**src/rtl/cmt_pkg.sv**
```systemverilog
`timescale 1ns/1ps
package cmt_pkg;

    localparam int CSR_W    = 16;
    localparam int B_MATCH  = 15;
    localparam int B_OVF    = 14;
    localparam int B_PEND   = 13;
    localparam int B_PER    = 8;
    localparam int B_IE     = 7;
    localparam int B_REQ_LO = 4;
    localparam int B_CKS_LO = 0;

    typedef enum logic [1:0] {
        REQ_NONE = 2'd0,
        REQ_DMA  = 2'd1,
        REQ_IRQ  = 2'd2,
        REQ_RSVD = 2'd3
    } req_kind_e;

    typedef enum logic [2:0] {
        CKS_DIV_A = 3'd4,
        CKS_DIV_B = 3'd5,
        CKS_DIV_C = 3'd6,
        CKS_RAW   = 3'd7
    } cks_code_e;

    typedef struct packed {
        logic       match;
        logic       ovf;
        logic       periodic;
        logic       ie;
        logic [1:0] req;
        logic [2:0] cks;
    } csr_t;

endpackage

```
**src/rtl/cmt_refsync.sv**
```systemverilog
`timescale 1ns/1ps
module cmt_refsync #(
    parameter int STAGES = 2
) (
    input  logic clk,
    input  logic rst_n,
    input  logic ref_clk,
    output logic ref_rise
);

    typedef struct packed {
        logic [STAGES-1:0] sync;
        logic              last;
    } st_t;

    st_t st_d, st_q;

    always_comb begin
        st_d      = st_q;
        st_d.sync = {st_q.sync[STAGES-2:0], ref_clk};
        st_d.last = st_q.sync[STAGES-1];
        ref_rise  = st_q.sync[STAGES-1] & ~st_q.last;
    end

    always_ff @(posedge clk or negedge rst_n) begin
        if (!rst_n) st_q <= '0;
        else        st_q <= st_d;
    end

    // a pulse marks one edge only, never two cycles running
    a_r9_single_pulse: assert property (@(posedge clk) disable iff (!rst_n)
        ref_rise |=> !ref_rise);

endmodule

```
**src/rtl/cmt_prescale.sv**
```systemverilog
`timescale 1ns/1ps
module cmt_prescale
    import cmt_pkg::*;
#(
    parameter int LOG_A = 3,
    parameter int LOG_B = 5,
    parameter int LOG_C = 7
) (
    input  logic       clk,
    input  logic       rst_n,
    input  logic       ref_rise,
    input  logic       run,
    input  logic [2:0] cks,
    output logic       tick
);

    localparam int DIV_AB = (LOG_A > LOG_B) ? LOG_A : LOG_B;
    localparam int DIV_W  = (LOG_C > DIV_AB) ? LOG_C : DIV_AB;

    typedef struct packed {
        logic [DIV_W-1:0] div;
    } st_t;

    st_t st_d, st_q;

    always_comb begin
        st_d = st_q;
        if (!run)          st_d.div = '0;
        else if (ref_rise) st_d.div = st_q.div + 1'b1;

        tick = 1'b0;
        if (run && ref_rise) begin
            case (cks)
                CKS_DIV_A: tick = &st_q.div[LOG_A-1:0];
                CKS_DIV_B: tick = &st_q.div[LOG_B-1:0];
                CKS_DIV_C: tick = &st_q.div[LOG_C-1:0];
                CKS_RAW:   tick = 1'b1;
                default:   tick = 1'b0;
            endcase
        end
    end

    always_ff @(posedge clk or negedge rst_n) begin
        if (!rst_n) st_q <= '0;
        else        st_q <= st_d;
    end

    // right after a stop, a divided select cannot tick at once
    a_r9_no_tick_after_stop: assert property (@(posedge clk) disable iff (!rst_n)
        (!run && cks == CKS_DIV_A) |=> !(tick && cks == CKS_DIV_A));

    a_r9_tick_needs_run: assert property (@(posedge clk) disable iff (!rst_n)
        (!run && $past(!run)) |-> !tick);

endmodule

```
**src/rtl/cmt_counter.sv**
```systemverilog
`timescale 1ns/1ps
module cmt_counter #(
    parameter int W          = 32,
    parameter int PEND_EDGES = 2
) (
    input  logic         clk,
    input  logic         rst_n,
    input  logic         ref_rise,
    input  logic         tick,
    input  logic         periodic,
    input  logic         cnt_wr,
    input  logic [W-1:0] wr_val,
    input  logic [W-1:0] cmp_val,
    output logic [W-1:0] cnt,
    output logic         pend,
    output logic         match_evt,
    output logic         wrap_evt
);

    localparam int AW = $clog2(PEND_EDGES + 1);
    localparam logic [AW-1:0] ACK_LAST = AW'(PEND_EDGES - 1);

    typedef struct packed {
        logic [W-1:0]  cnt;
        logic [W-1:0]  hold;
        logic          pend;
        logic [AW-1:0] ack;
    } st_t;

    st_t  st_d, st_q;
    logic apply;

    always_comb begin
        st_d      = st_q;
        match_evt = 1'b0;
        wrap_evt  = 1'b0;
        apply     = st_q.pend && ref_rise && (st_q.ack == ACK_LAST);

        // handover of a bus write into the slow counting timeline
        if (cnt_wr) begin
            st_d.hold = wr_val;
            st_d.pend = 1'b1;
            st_d.ack  = '0;
        end else if (st_q.pend && ref_rise) begin
            if (apply) begin
                st_d.pend = 1'b0;
                st_d.ack  = '0;
            end else begin
                st_d.ack = st_q.ack + 1'b1;
            end
        end

        if (apply) begin
            st_d.cnt = st_q.hold;
        end else if (tick) begin
            if (st_q.cnt == cmp_val) begin
                match_evt = 1'b1;
                st_d.cnt  = periodic ? '0 : st_q.cnt + 1'b1;
            end else if (&st_q.cnt) begin
                wrap_evt = 1'b1;
                st_d.cnt = '0;
            end else begin
                st_d.cnt = st_q.cnt + 1'b1;
            end
        end
    end

    always_ff @(posedge clk or negedge rst_n) begin
        if (!rst_n) st_q <= '0;
        else        st_q <= st_d;
    end

    assign cnt  = st_q.cnt;
    assign pend = st_q.pend;

    a_r3_pend_set: assert property (@(posedge clk) disable iff (!rst_n)
        cnt_wr |=> pend);

    a_r3_load_on_apply: assert property (@(posedge clk) disable iff (!rst_n)
        apply |=> (cnt == $past(st_q.hold)));

    a_r4_periodic_reload: assert property (@(posedge clk) disable iff (!rst_n)
        (tick && !apply && periodic && cnt == cmp_val) |=> (cnt == '0));

    a_r8_idle_hold: assert property (@(posedge clk) disable iff (!rst_n)
        (!tick && !apply) |=> $stable(cnt));

endmodule

```
**src/rtl/cmt_channel.sv**
```systemverilog
`timescale 1ns/1ps
module cmt_channel
    import cmt_pkg::*;
#(
    parameter int CNT_W       = 32,
    parameter int SYNC_STAGES = 2,
    parameter int PEND_EDGES  = 2,
    parameter int LOG_A       = 3,
    parameter int LOG_B       = 5,
    parameter int LOG_C       = 7
) (
    input  logic             clk,
    input  logic             rst_n,
    input  logic             ref_clk,
    input  logic             run_en,
    input  logic             bus_wr,
    input  logic [1:0]       bus_idx,
    input  logic [CNT_W-1:0] bus_wdata,
    output logic [CNT_W-1:0] bus_rdata,
    output logic             irq
);

    localparam logic [1:0] IDX_CSR = 2'd0;
    localparam logic [1:0] IDX_CNT = 2'd1;
    localparam logic [1:0] IDX_CMP = 2'd2;

    typedef struct packed {
        csr_t             csr;
        logic [CNT_W-1:0] cmp;
    } st_t;

    st_t st_d, st_q;

    logic             ref_rise, tick, pend, match_evt, wrap_evt;
    logic             wr_csr, wr_cnt, wr_cmp;
    logic [CNT_W-1:0] cnt;
    logic [CSR_W-1:0] csr_word;

    assign wr_csr = bus_wr && (bus_idx == IDX_CSR);
    assign wr_cnt = bus_wr && (bus_idx == IDX_CNT);
    assign wr_cmp = bus_wr && (bus_idx == IDX_CMP);

    cmt_refsync #(.STAGES(SYNC_STAGES)) u_sync (
        .clk      (clk),
        .rst_n    (rst_n),
        .ref_clk  (ref_clk),
        .ref_rise (ref_rise)
    );

    cmt_prescale #(.LOG_A(LOG_A), .LOG_B(LOG_B), .LOG_C(LOG_C)) u_presc (
        .clk      (clk),
        .rst_n    (rst_n),
        .ref_rise (ref_rise),
        .run      (run_en),
        .cks      (st_q.csr.cks),
        .tick     (tick)
    );

    cmt_counter #(.W(CNT_W), .PEND_EDGES(PEND_EDGES)) u_cnt (
        .clk       (clk),
        .rst_n     (rst_n),
        .ref_rise  (ref_rise),
        .tick      (tick),
        .periodic  (st_q.csr.periodic),
        .cnt_wr    (wr_cnt),
        .wr_val    (bus_wdata),
        .cmp_val   (st_q.cmp),
        .cnt       (cnt),
        .pend      (pend),
        .match_evt (match_evt),
        .wrap_evt  (wrap_evt)
    );

    always_comb begin
        st_d = st_q;
        if (wr_csr) begin
            st_d.csr.match    = st_q.csr.match & bus_wdata[B_MATCH];
            st_d.csr.ovf      = st_q.csr.ovf   & bus_wdata[B_OVF];
            st_d.csr.periodic = bus_wdata[B_PER];
            st_d.csr.ie       = bus_wdata[B_IE];
            st_d.csr.req      = bus_wdata[B_REQ_LO +: 2];
            st_d.csr.cks      = bus_wdata[B_CKS_LO +: 3];
        end
        if (match_evt) st_d.csr.match = 1'b1;
        if (wrap_evt)  st_d.csr.ovf   = 1'b1;
        if (wr_cmp)    st_d.cmp       = bus_wdata;
    end

    always_ff @(posedge clk or negedge rst_n) begin
        if (!rst_n) begin
            st_q.csr <= '0;
            st_q.cmp <= '1;
        end else begin
            st_q <= st_d;
        end
    end

    always_comb begin
        csr_word = '0;
        csr_word[B_MATCH]         = st_q.csr.match;
        csr_word[B_OVF]           = st_q.csr.ovf;
        csr_word[B_PEND]          = pend;
        csr_word[B_PER]           = st_q.csr.periodic;
        csr_word[B_IE]            = st_q.csr.ie;
        csr_word[B_REQ_LO +: 2]   = st_q.csr.req;
        csr_word[B_CKS_LO +: 3]   = st_q.csr.cks;
        case (bus_idx)
            IDX_CSR: bus_rdata = {{(CNT_W-CSR_W){1'b0}}, csr_word};
            IDX_CNT: bus_rdata = cnt;
            IDX_CMP: bus_rdata = st_q.cmp;
            default: bus_rdata = '0;
        endcase
    end

    assign irq = st_q.csr.match && st_q.csr.ie && (st_q.csr.req == REQ_IRQ);

    a_r5_match_source: assert property (@(posedge clk) disable iff (!rst_n)
        $rose(st_q.csr.match) |-> $past(match_evt));

    a_r10_ovf_source: assert property (@(posedge clk) disable iff (!rst_n)
        $rose(st_q.csr.ovf) |-> $past(wrap_evt));

    a_r7_clear_wins: assert property (@(posedge clk) disable iff (!rst_n)
        (wr_csr && !bus_wdata[B_MATCH] && !match_evt) |=> !st_q.csr.match);

    a_r8_stopped_hold: assert property (@(posedge clk) disable iff (!rst_n)
        (!run_en && !pend) |=> $stable(cnt));

    a_r2_cmp_hold: assert property (@(posedge clk) disable iff (!rst_n)
        !wr_cmp |=> $stable(st_q.cmp));

endmodule

```
**config.mk**
```make
export PLATFORM = sky130hd
export DESIGN_NAME = cmt_channel
export DESIGN_NICKNAME = d
export VERILOG_FILES = /design/src/rtl/cmt_pkg.sv /design/src/rtl/cmt_refsync.sv /design/src/rtl/cmt_prescale.sv /design/src/rtl/cmt_counter.sv /design/src/rtl/cmt_channel.sv
export SDC_FILE = /design/constraint.sdc
export NUM_CORES = 1
export LEC_CHECK = 0
export ABC_CLOCK_PERIOD_IN_PS = 5380
export BUFFER_PORTS_ARGS = -buffer_cell sky130_fd_sc_hd__buf_2
export CAP_MARGIN = 20
export CORE_ASPECT_RATIO = 1.5
export CORE_MARGIN = 3
export CORE_UTILIZATION = 45
export CTS_CLUSTER_SIZE = 24
export DETAILED_ROUTE_END_ITERATION = 6
export HOLD_SLACK_MARGIN = 0.03
export SLEW_MARGIN = 20
export SYNTH_ARGS = -nofsm -noshare
export SYNTH_HDL_FRONTEND = slang
export SYNTH_HIERARCHICAL = 1
export SYNTH_SLANG_ARGS = --single-unit
```
**constraint.sdc**
```tcl
create_clock -name clk -period 5.38 [get_ports clk]
set_clock_uncertainty 0.15 [all_clocks]
set_input_delay 0.538 -clock clk [delete_from_list [all_inputs] [get_ports clk]]
set_output_delay 0.538 -clock clk [all_outputs]
set_load 0.02 [all_outputs]
```
==> results by group, run 1 <==
Run status
  • Status: finished clean

Setup path
  • Worst path depth: 9
  • Category of the worst setup path launch point: flip-flop
  • Crit Path Max Fanout: 13
  • Worst path max stage delay: 0.86 ns
  • Crit path max-delay family: simple AND/OR/NAND/NOR gates
  • Data required time at the worst endpoint: between 5 and 6 ns
  • Cell at the slowest stage of the critical path: sky130_fd_sc_hd__a2111oi_4
  • Data arrival, critical path: between 3 and 4 ns
  • Critical path, cell by cell: ha_1 -> nand3_1 -> nor3_2 -> nand2_2 -> a2111oi_4 -> nor3_2 -> buf_4 -> nand3b_1 -> a41oi_1
  • Worst Reg2Reg Path Length in Cells: 9
  • Crit Path Category: reg -> reg
  • Count of buffer and inverter cells on the critical path: 1
  • Critical path endpoint category: flip-flop
  • Most frequent cell on the critical path: sky130_fd_sc_hd__nor3_2

Drt
  • Vias/cell: around 5.8
  • Remaining antenna violation count after routing: 0
  • Average wire length per cell after detail routing: around 20 um
  • Drt initial violations: approximately 250
  • Number of iterations in the first detailed-routing pass: 6
  • Total via count after detailed routing: just over 5000
  • Total detailed-routing wirelength: roughly 17 mm
  • DRC violation count after routing: 0

Synthesis
  • Cell types with the highest counts after synthesis: sky130_fd_sc_hd__dfrtp_1 (86), sky130_fd_sc_hd__nor2_1 (54), sky130_fd_sc_hd__nand2_1 (44), sky130_fd_sc_hd__mux2_2 (42), sky130_fd_sc_hd__buf_4 (37)
  • Fraction of the yosys area taken by sequential cells: between 40 and 50%
  • Number of synthesized flops with an enable pin: 0
  • Count of distinct cell types in the synthesized netlist: 58
  • Largest cells by area after synthesis: sky130_fd_sc_hd__dfrtp_1 (32%), sky130_fd_sc_hd__dfstp_2 (13%), sky130_fd_sc_hd__mux2_2 (7.0%)
  • Post-synthesis average cell area: 10.4 um^2
  • Synth warn: 6
  • Fraction of synthesis flops using an asynchronous set or reset pin: between 90% and 100%
  • Main synth FF type: sky130_fd_sc_hd__dfrtp_1
  • Most common cell in the synthesized netlist: sky130_fd_sc_hd__dfrtp_1
  • Largest area contributor in the synthesized netlist: sky130_fd_sc_hd__dfrtp_1
  • Number of storage elements in the synthesis netlist: approximately 120
  • Share of Yosys cell area claimed by the top area cell type: 32.1%
  • Gate count after technology mapping: 644
  • Syn nets: just under 700
  • Netlist area before placement: ~6700 um^2

Hold path
  • Hold/Removal Path Class: in -> reg
  • Instance count along the most critical hold path: 1

Power
  • Sequential Power Share: between 30% and 40%
  • Switching share of total power: between 30% and 40%
  • Leakage power total: between 3 and 4 nW
  • Worst IR Drop VDD: around 210 uV
  • Part of the total power dissipated in combinational logic: around a quarter
  • Net load switching power: approximately 0.0011 W
  • Clock network fraction of total power: between 30% and 40%
  • Pwr/cell area: 440 nW/um^2
  • Internal power: 0.00221 W

Global routing
  • Overall fraction of global-route tracks in use: 21.9%
  • Via count of the first global-routing pass: roughly 5100
  • Antenna violations before repair: 0
  • First-pass GRT wire length: around 28 mm
  • GRT overflow: 0
  • Largest net degree at the start of global routing: 73

Cells and area
  • Diodes inserted: 0
  • Fill cell instance count of the final layout: about 1300
  • Fin nets: between 700 and 800
  • Area occupied by multi-input gates: around 3300 um^2
  • Ratio of cells with drive above 1 in the final layout: between 20% and 30%
  • Post-Layout Cell Count: roughly 880
  • Area grow syn2layout: 11.9%
  • Register cell area after layout: ~3000 um^2
  • Final design instance area without fill: between 7000 and 8000 um^2

Place
  • Area post-placement: just under 7000 um^2
  • Number of port buffers: 71
  • Placed wire-length estimate: between 10 and 15 mm
  • Number of placed cells counting well taps: approximately 840
  • Last weighted congestion value of the routability-driven placer: roughly 0.88

CTS
  • Gates resized, CTS repair: 0
  • Clock sinks: 118
  • Clock root buffer master: sky130_fd_sc_hd__clkbuf_16
  • Clock-pin slew on the worst setup and hold paths: about 0.060 ns
  • Max clock buf depth: 2
  • Buffer count from post-CTS setup fixing: 0
  • Clock tree from TritonCTS: built
  • Worst skew pair latency: 0.41 ns
  • Hold Buf Count CTS: 0
  • CTS Buf Count: 17
  • H-Tree Depth: 4

STA
  • Total Negative Setup Slacks: 0 ns
  • Final critical-path share of the clock period: roughly two thirds
  • Worst slew margin relative to its limit: between 30% and 40%
  • Endpoints failing hold: 0
  • Minimum hold slack: 0.0855 ns
  • Period minus WS final: about 3.6 ns
  • Achievable frequency: ~280 MHz
  • Final Slew Violations: 0
  • Final setup violation count: 0
  • RSZ-0062 raised after global routing: no
  • Transition time at the pin with the least slew margin: 0.979 ns

Die
  • Row count: 54
  • Die span in x: around 110 um
  • Core region area: ~15000 um^2
  • Floorplan die height: about 160 um
  • Number of placed I/O pins: between 70 and 80
  • Total Die Area: between 15000 and 20000 um^2
  • Starting density of the core: 46.0%

Flow run
  • Max-cap violations: 0
[state kept, by name (all words and copies together), names as in the netlist]
signal and count:
u_sync/st_q 1, csr_word 9, u_presc/st_q 7, u_cnt/cnt 32, u_cnt/st_q 34, st_q 32, u_cnt/pend 1, u_sync/st_d 2
[power groups by stage]
stage / sequential, W / combinational, W / clock, W
6_report: 0.00132 / 0.000876 / 0.00111
3_3_place_gp: 0.00132 / 0.000864 / 0
5_1_grt: 0.00135 / 0.000949 / 0.00118
4_1_cts: 0.00132 / 0.000874 / 0.00113
3_5_place_dp: 0.00133 / 0.000867 / 0
2_1_floorplan: 0.00126 / 0.000731 / 0
[layout make-up]
type                    count  share of cell area [%]
repair buffers             78                    5.46
well taps                 196                    3.27
flip-flops and latches    118                    39.9
inverters                   6                   0.300
clock inverters             4                   0.933
multi-input cells         446                    43.4
clock buffers              28                    6.75
[per-stage QoR]
| stage | total power (W) | setup slack, ns | utilization, % |
|---|---|---|---|
| 2_1_floorplan | 0.00199 | 2.74 | - |
| 3_3_place_gp | 0.00219 | 1.99 | 47.5 |
| 3_5_place_dp | 0.00220 | 1.91 | 47.5 |
| 4_1_cts | 0.00333 | 1.87 | 51.4 |
| 5_1_grt | 0.00348 | 1.63 | 51.5 |
| 6_report | 0.00331 | 1.80 | 51.5 |
[per-layer routing]
metal	up-vias	share of wire (%)	GRT usage, %
met2	162	50	37.3
li1	2337	-	-
met3	39	4.5	4.55
met1	2531	41	26.8
met5	-	0	0
met4	0	3.7	9.75
[logic make-up after synthesis]
family / count (synthesis) / share of synthesized area [%]
multiplexers: 87 / 14.3
buffers and inverters: 80 / 6.92
XOR/XNOR: 35 / 4.57
adder cells (fa/ha/maj): 5 / 0.932
flip-flops: 118 / 44.6
AO/OA/AOI/OAI: 113 / 12.1
AND/OR/NAND/NOR: 206 / 16.6
[path summary, 6_finish.rpt]
| path | startpoint | endpoint | slack [ns] |
|---|---|---|---|
| min in group asynchronous | rst_n | u_sync/st_q[0] | 0.11 |
| hold reg to reg | u_sync/st_d[2] | u_sync/st_d[0] | 0.20 |
| max in group asynchronous | rst_n | u_cnt/st_q[34] | 3.81 |
| setup reg to reg | u_cnt/cnt[0] | u_cnt/cnt[18] | 1.80 |
| hold / removal | ref_clk | u_sync/st_d[2] | 0.09 |
| setup / recovery | u_cnt/cnt[0] | u_cnt/cnt[18] | 1.80 |
[layout by cell type, fill, tap and decap left out, types with 7 or more instances in the layout]
cell type,synthesis,final
sky130_fd_sc_hd__nor2b_1,15,13
sky130_fd_sc_hd__dfstp_2,32,32
sky130_fd_sc_hd__a31oi_1,32,32
sky130_fd_sc_hd__nand3_1,12,12
sky130_fd_sc_hd__and2_1,9,9
sky130_fd_sc_hd__clkbuf_1,22,7
sky130_fd_sc_hd__clkbuf_16,0,17
sky130_fd_sc_hd__a22o_1,22,22
sky130_fd_sc_hd__mux2i_1,15,15
sky130_fd_sc_hd__xnor2_1,33,33
sky130_fd_sc_hd__mux2_2,42,42
sky130_fd_sc_hd__mux2_1,30,30
sky130_fd_sc_hd__a21oi_1,9,9
sky130_fd_sc_hd__buf_4,37,8
sky130_fd_sc_hd__dfrtp_1,86,86
sky130_fd_sc_hd__nor3_1,19,19
sky130_fd_sc_hd__o2bb2ai_1,10,10
sky130_fd_sc_hd__o21ai_0,17,17
sky130_fd_sc_hd__nand2_1,44,44
sky130_fd_sc_hd__nor2_1,54,54
sky130_fd_sc_hd__nand4_1,16,16
sky130_fd_sc_hd__buf_2,13,70
Note: power is estimated with default switching activity, not from simulation.
==> run 2, diff against run 1 <==
- ABC_CLOCK_PERIOD_IN_PS: 5380 -> 3400
- clock period: 5.38 -> 3.4 ns (I/O delays scaled with it)
==> run 2 against run 1 <==
Critical path type unchanged. Highest routed layer unchanged. Design area increased by 6.3%. Sequential share of layout area decreased by 2.3 points. Critical path depth unchanged. First-iteration DRC count decreased by 12%. Sequential power increased by 58%. Largest power group unchanged.
==> results by group, run 2 (synthesis results as in run 1) <==
Run status
  • Status: finished clean

Drt
  • DRC violation count after routing: 0 (unchanged)
  • Drt initial violations: 218 (-12%)
  • Total detailed-routing wirelength: 17.6 mm (+0.46%)
  • Number of iterations in the first detailed-routing pass: 5 (-1)
  • Vias/cell: 5.62 (-2.9%)
  • Remaining antenna violation count after routing: 0 (unchanged)
  • Total via count after detailed routing: 5160 (+1.8%)
  • Average wire length per cell after detail routing: 19.1 um (-4.1%)

Place
  • Placed wire-length estimate: 12.0 mm (about the same)
  • Number of port buffers: 71 (unchanged)
  • Last weighted congestion value of the routability-driven placer: 0.947 (+8.1%)

Setup path
  • Critical path endpoint category: flip-flop
  • Data arrival, critical path: 3.08 ns (-0.59 ns)
  • Critical path, cell by cell: ha_1 -> nand3_1 -> nor3_2 -> nand2_2 -> a2111oi_4 -> buf_4 -> o31ai_1 -> a22oi_1 -> a21oi_1
  • Crit Path Max Fanout: 12 (-1)
  • Crit Path Category: reg -> reg
  • Cell at the slowest stage of the critical path: sky130_fd_sc_hd__dfrtp_1
  • Data required time at the worst endpoint: 3.51 ns (-1.96 ns)
  • Worst Reg2Reg Path Length in Cells: 9 (unchanged)
  • Worst path max stage delay: 0.48 ns (-0.38 ns)
  • Category of the worst setup path launch point: flip-flop

STA
  • Endpoints failing hold: 0 (unchanged)
  • Transition time at the pin with the least slew margin: 0.738 ns (-0.241 ns)
  • RSZ-0062 raised after global routing: no
  • Final Slew Violations: 0 (unchanged)
  • Final critical-path share of the clock period: 87.4% (+21 points)
  • Period minus WS final: 2.97 ns (-0.610 ns)
  • Final setup violation count: 0 (unchanged)
  • Worst slew margin relative to its limit: 50.8% (+16 points)
  • Total Negative Setup Slacks: 0 ns (unchanged)
  • Achievable frequency: 337 MHz (+21%)
  • Minimum hold slack: 0.0598 ns (-0.0257 ns)

CTS
  • Worst skew pair latency: 0.41 ns (about the same)
  • Clock-pin slew on the worst setup and hold paths: 0.06 ns (about the same)
  • Gates resized, CTS repair: 0 (unchanged)
  • H-Tree Depth: 4 (unchanged)
  • Hold Buf Count CTS: 33 (+33)
  • Buffer count from post-CTS setup fixing: 0 (unchanged)
  • CTS Buf Count: 17 (unchanged)
  • Max clock buf depth: 2 (unchanged)
  • Clock sinks: 118 (unchanged)
  • Clock root buffer master: sky130_fd_sc_hd__clkbuf_16
  • Clock tree from TritonCTS: built

Cells and area
  • Number of flip-flops under the largest register name: 34 (unchanged)
  • Ratio of cells with drive above 1 in the final layout: 28.8% (+0.57 points)
  • Commonest cells after routing, fill and taps aside: sky130_fd_sc_hd__dfrtp_1 (86), sky130_fd_sc_hd__buf_2 (70), sky130_fd_sc_hd__nor2_1 (54)
  • Register ranked first by flip-flop count: u_cnt/st_q
  • Fin nets: 753 (+5.9%)
  • Diodes inserted: 0 (unchanged)
  • Most common cell after layout, fill and taps aside: sky130_fd_sc_hd__dfrtp_1
  • Area grow syn2layout: 18.9%

Power
  • Pwr/cell area: 683 nW/um^2 (+55%)
  • Total power consumption of the routed design: 0.00545 W (+65%)
  • Worst IR Drop VDD: 311 uV (+45%)
  • Leakage power total: 3.40 nW (+6.5%)

Global routing
  • Largest net degree at the start of global routing: 67 (-8.2%)
  • Antenna violations before repair: 0 (unchanged)
  • First-pass GRT wire length: 29.0 mm (+3.7%)
  • Via count of the first global-routing pass: 5331 (+4.4%)
  • Overall fraction of global-route tracks in use: 22.5% (+0.61 points)
  • GRT overflow: 0 (unchanged)

Flow run
  • Max-cap violations: 0 (unchanged)

Hold path
  • Instance count along the most critical hold path: 2 (+1)
  • Hold/Removal Path Class: in -> reg

Die
  • Total Die Area: 16400 um^2 (unchanged)
  • Starting density of the core: 46.0% (unchanged)
  • Die span in x: 106 um (unchanged)
  • Number of placed I/O pins: 72 (unchanged)
  • Floorplan die height: 156 um (unchanged)
  • Core region area: 14600 um^2 (unchanged)
  • Row count: 54 (unchanged)
## run 2: power breakdown
group / total, W / internal [W] / leakage [nW] / switching (W)
sequential: 0.00209 / 0.00174 / 1.31 / 0.000345
combinational: 0.00143 / 0.000630 / 1.78 / 0.000795
clock: 0.00194 / 0.00128 / 0.308 / 0.000654
## run 2: area by class of cell
cell class                 count  area, um^2
multi-input combinational    446        3260
tap                          196         245
fill                        1346        6610
inverter                       6        22.5
timing repair buffer         120         821
sequential                   118        2990
clock inverter                12         175
clock buffer                  20         467
## run 2: layer usage
metal  up-vias  share of wire [%]  global-route usage, %
met5         -                  0                      0
met4         0                2.1                   8.15
met3        28                3.7                   3.69
met2       130                 53                   39.5
met1      2577                 41                   28.0
li1       2425                  -                      -
## run 2: stage by stage
stage	setup WS, ns	utilization [%]	area [um^2]	cells
floorplan	0.755	-	6710	644
global placement	0.511	48.0	7010	853
detailed placement	0.459	48.0	7010	853
CTS	0.448	54.7	7980	918
global route	0.277	54.7	7980	918
finish	0.428	54.7	7980	918
## run 2: final timing paths
| path | from | slack (ns) | endpoint |
|---|---|---|---|
| worst max-delay path | u_cnt/cnt[0] | 0.43 | u_cnt/cnt[3] |
| worst min-delay path | bus_wdata[8] | 0.06 | st_q[8] |
| worst max register to register | u_cnt/cnt[0] | 0.43 | u_cnt/cnt[3] |
| worst min register to register | u_sync/st_d[2] | 0.20 | u_sync/st_d[0] |
| max in group asynchronous | rst_n | 1.84 | st_q[6] |
| min in group asynchronous | rst_n | 0.40 | u_sync/st_d[2] |
## run 2: critical path, delay by kind of cell (launching register included)
family,cells,cell delay [ns]
compound gates,4,0.82
fa+ha+maj,1,0.27
buf+inv,1,0.27
flops,1,0.48
simple gates,3,0.82
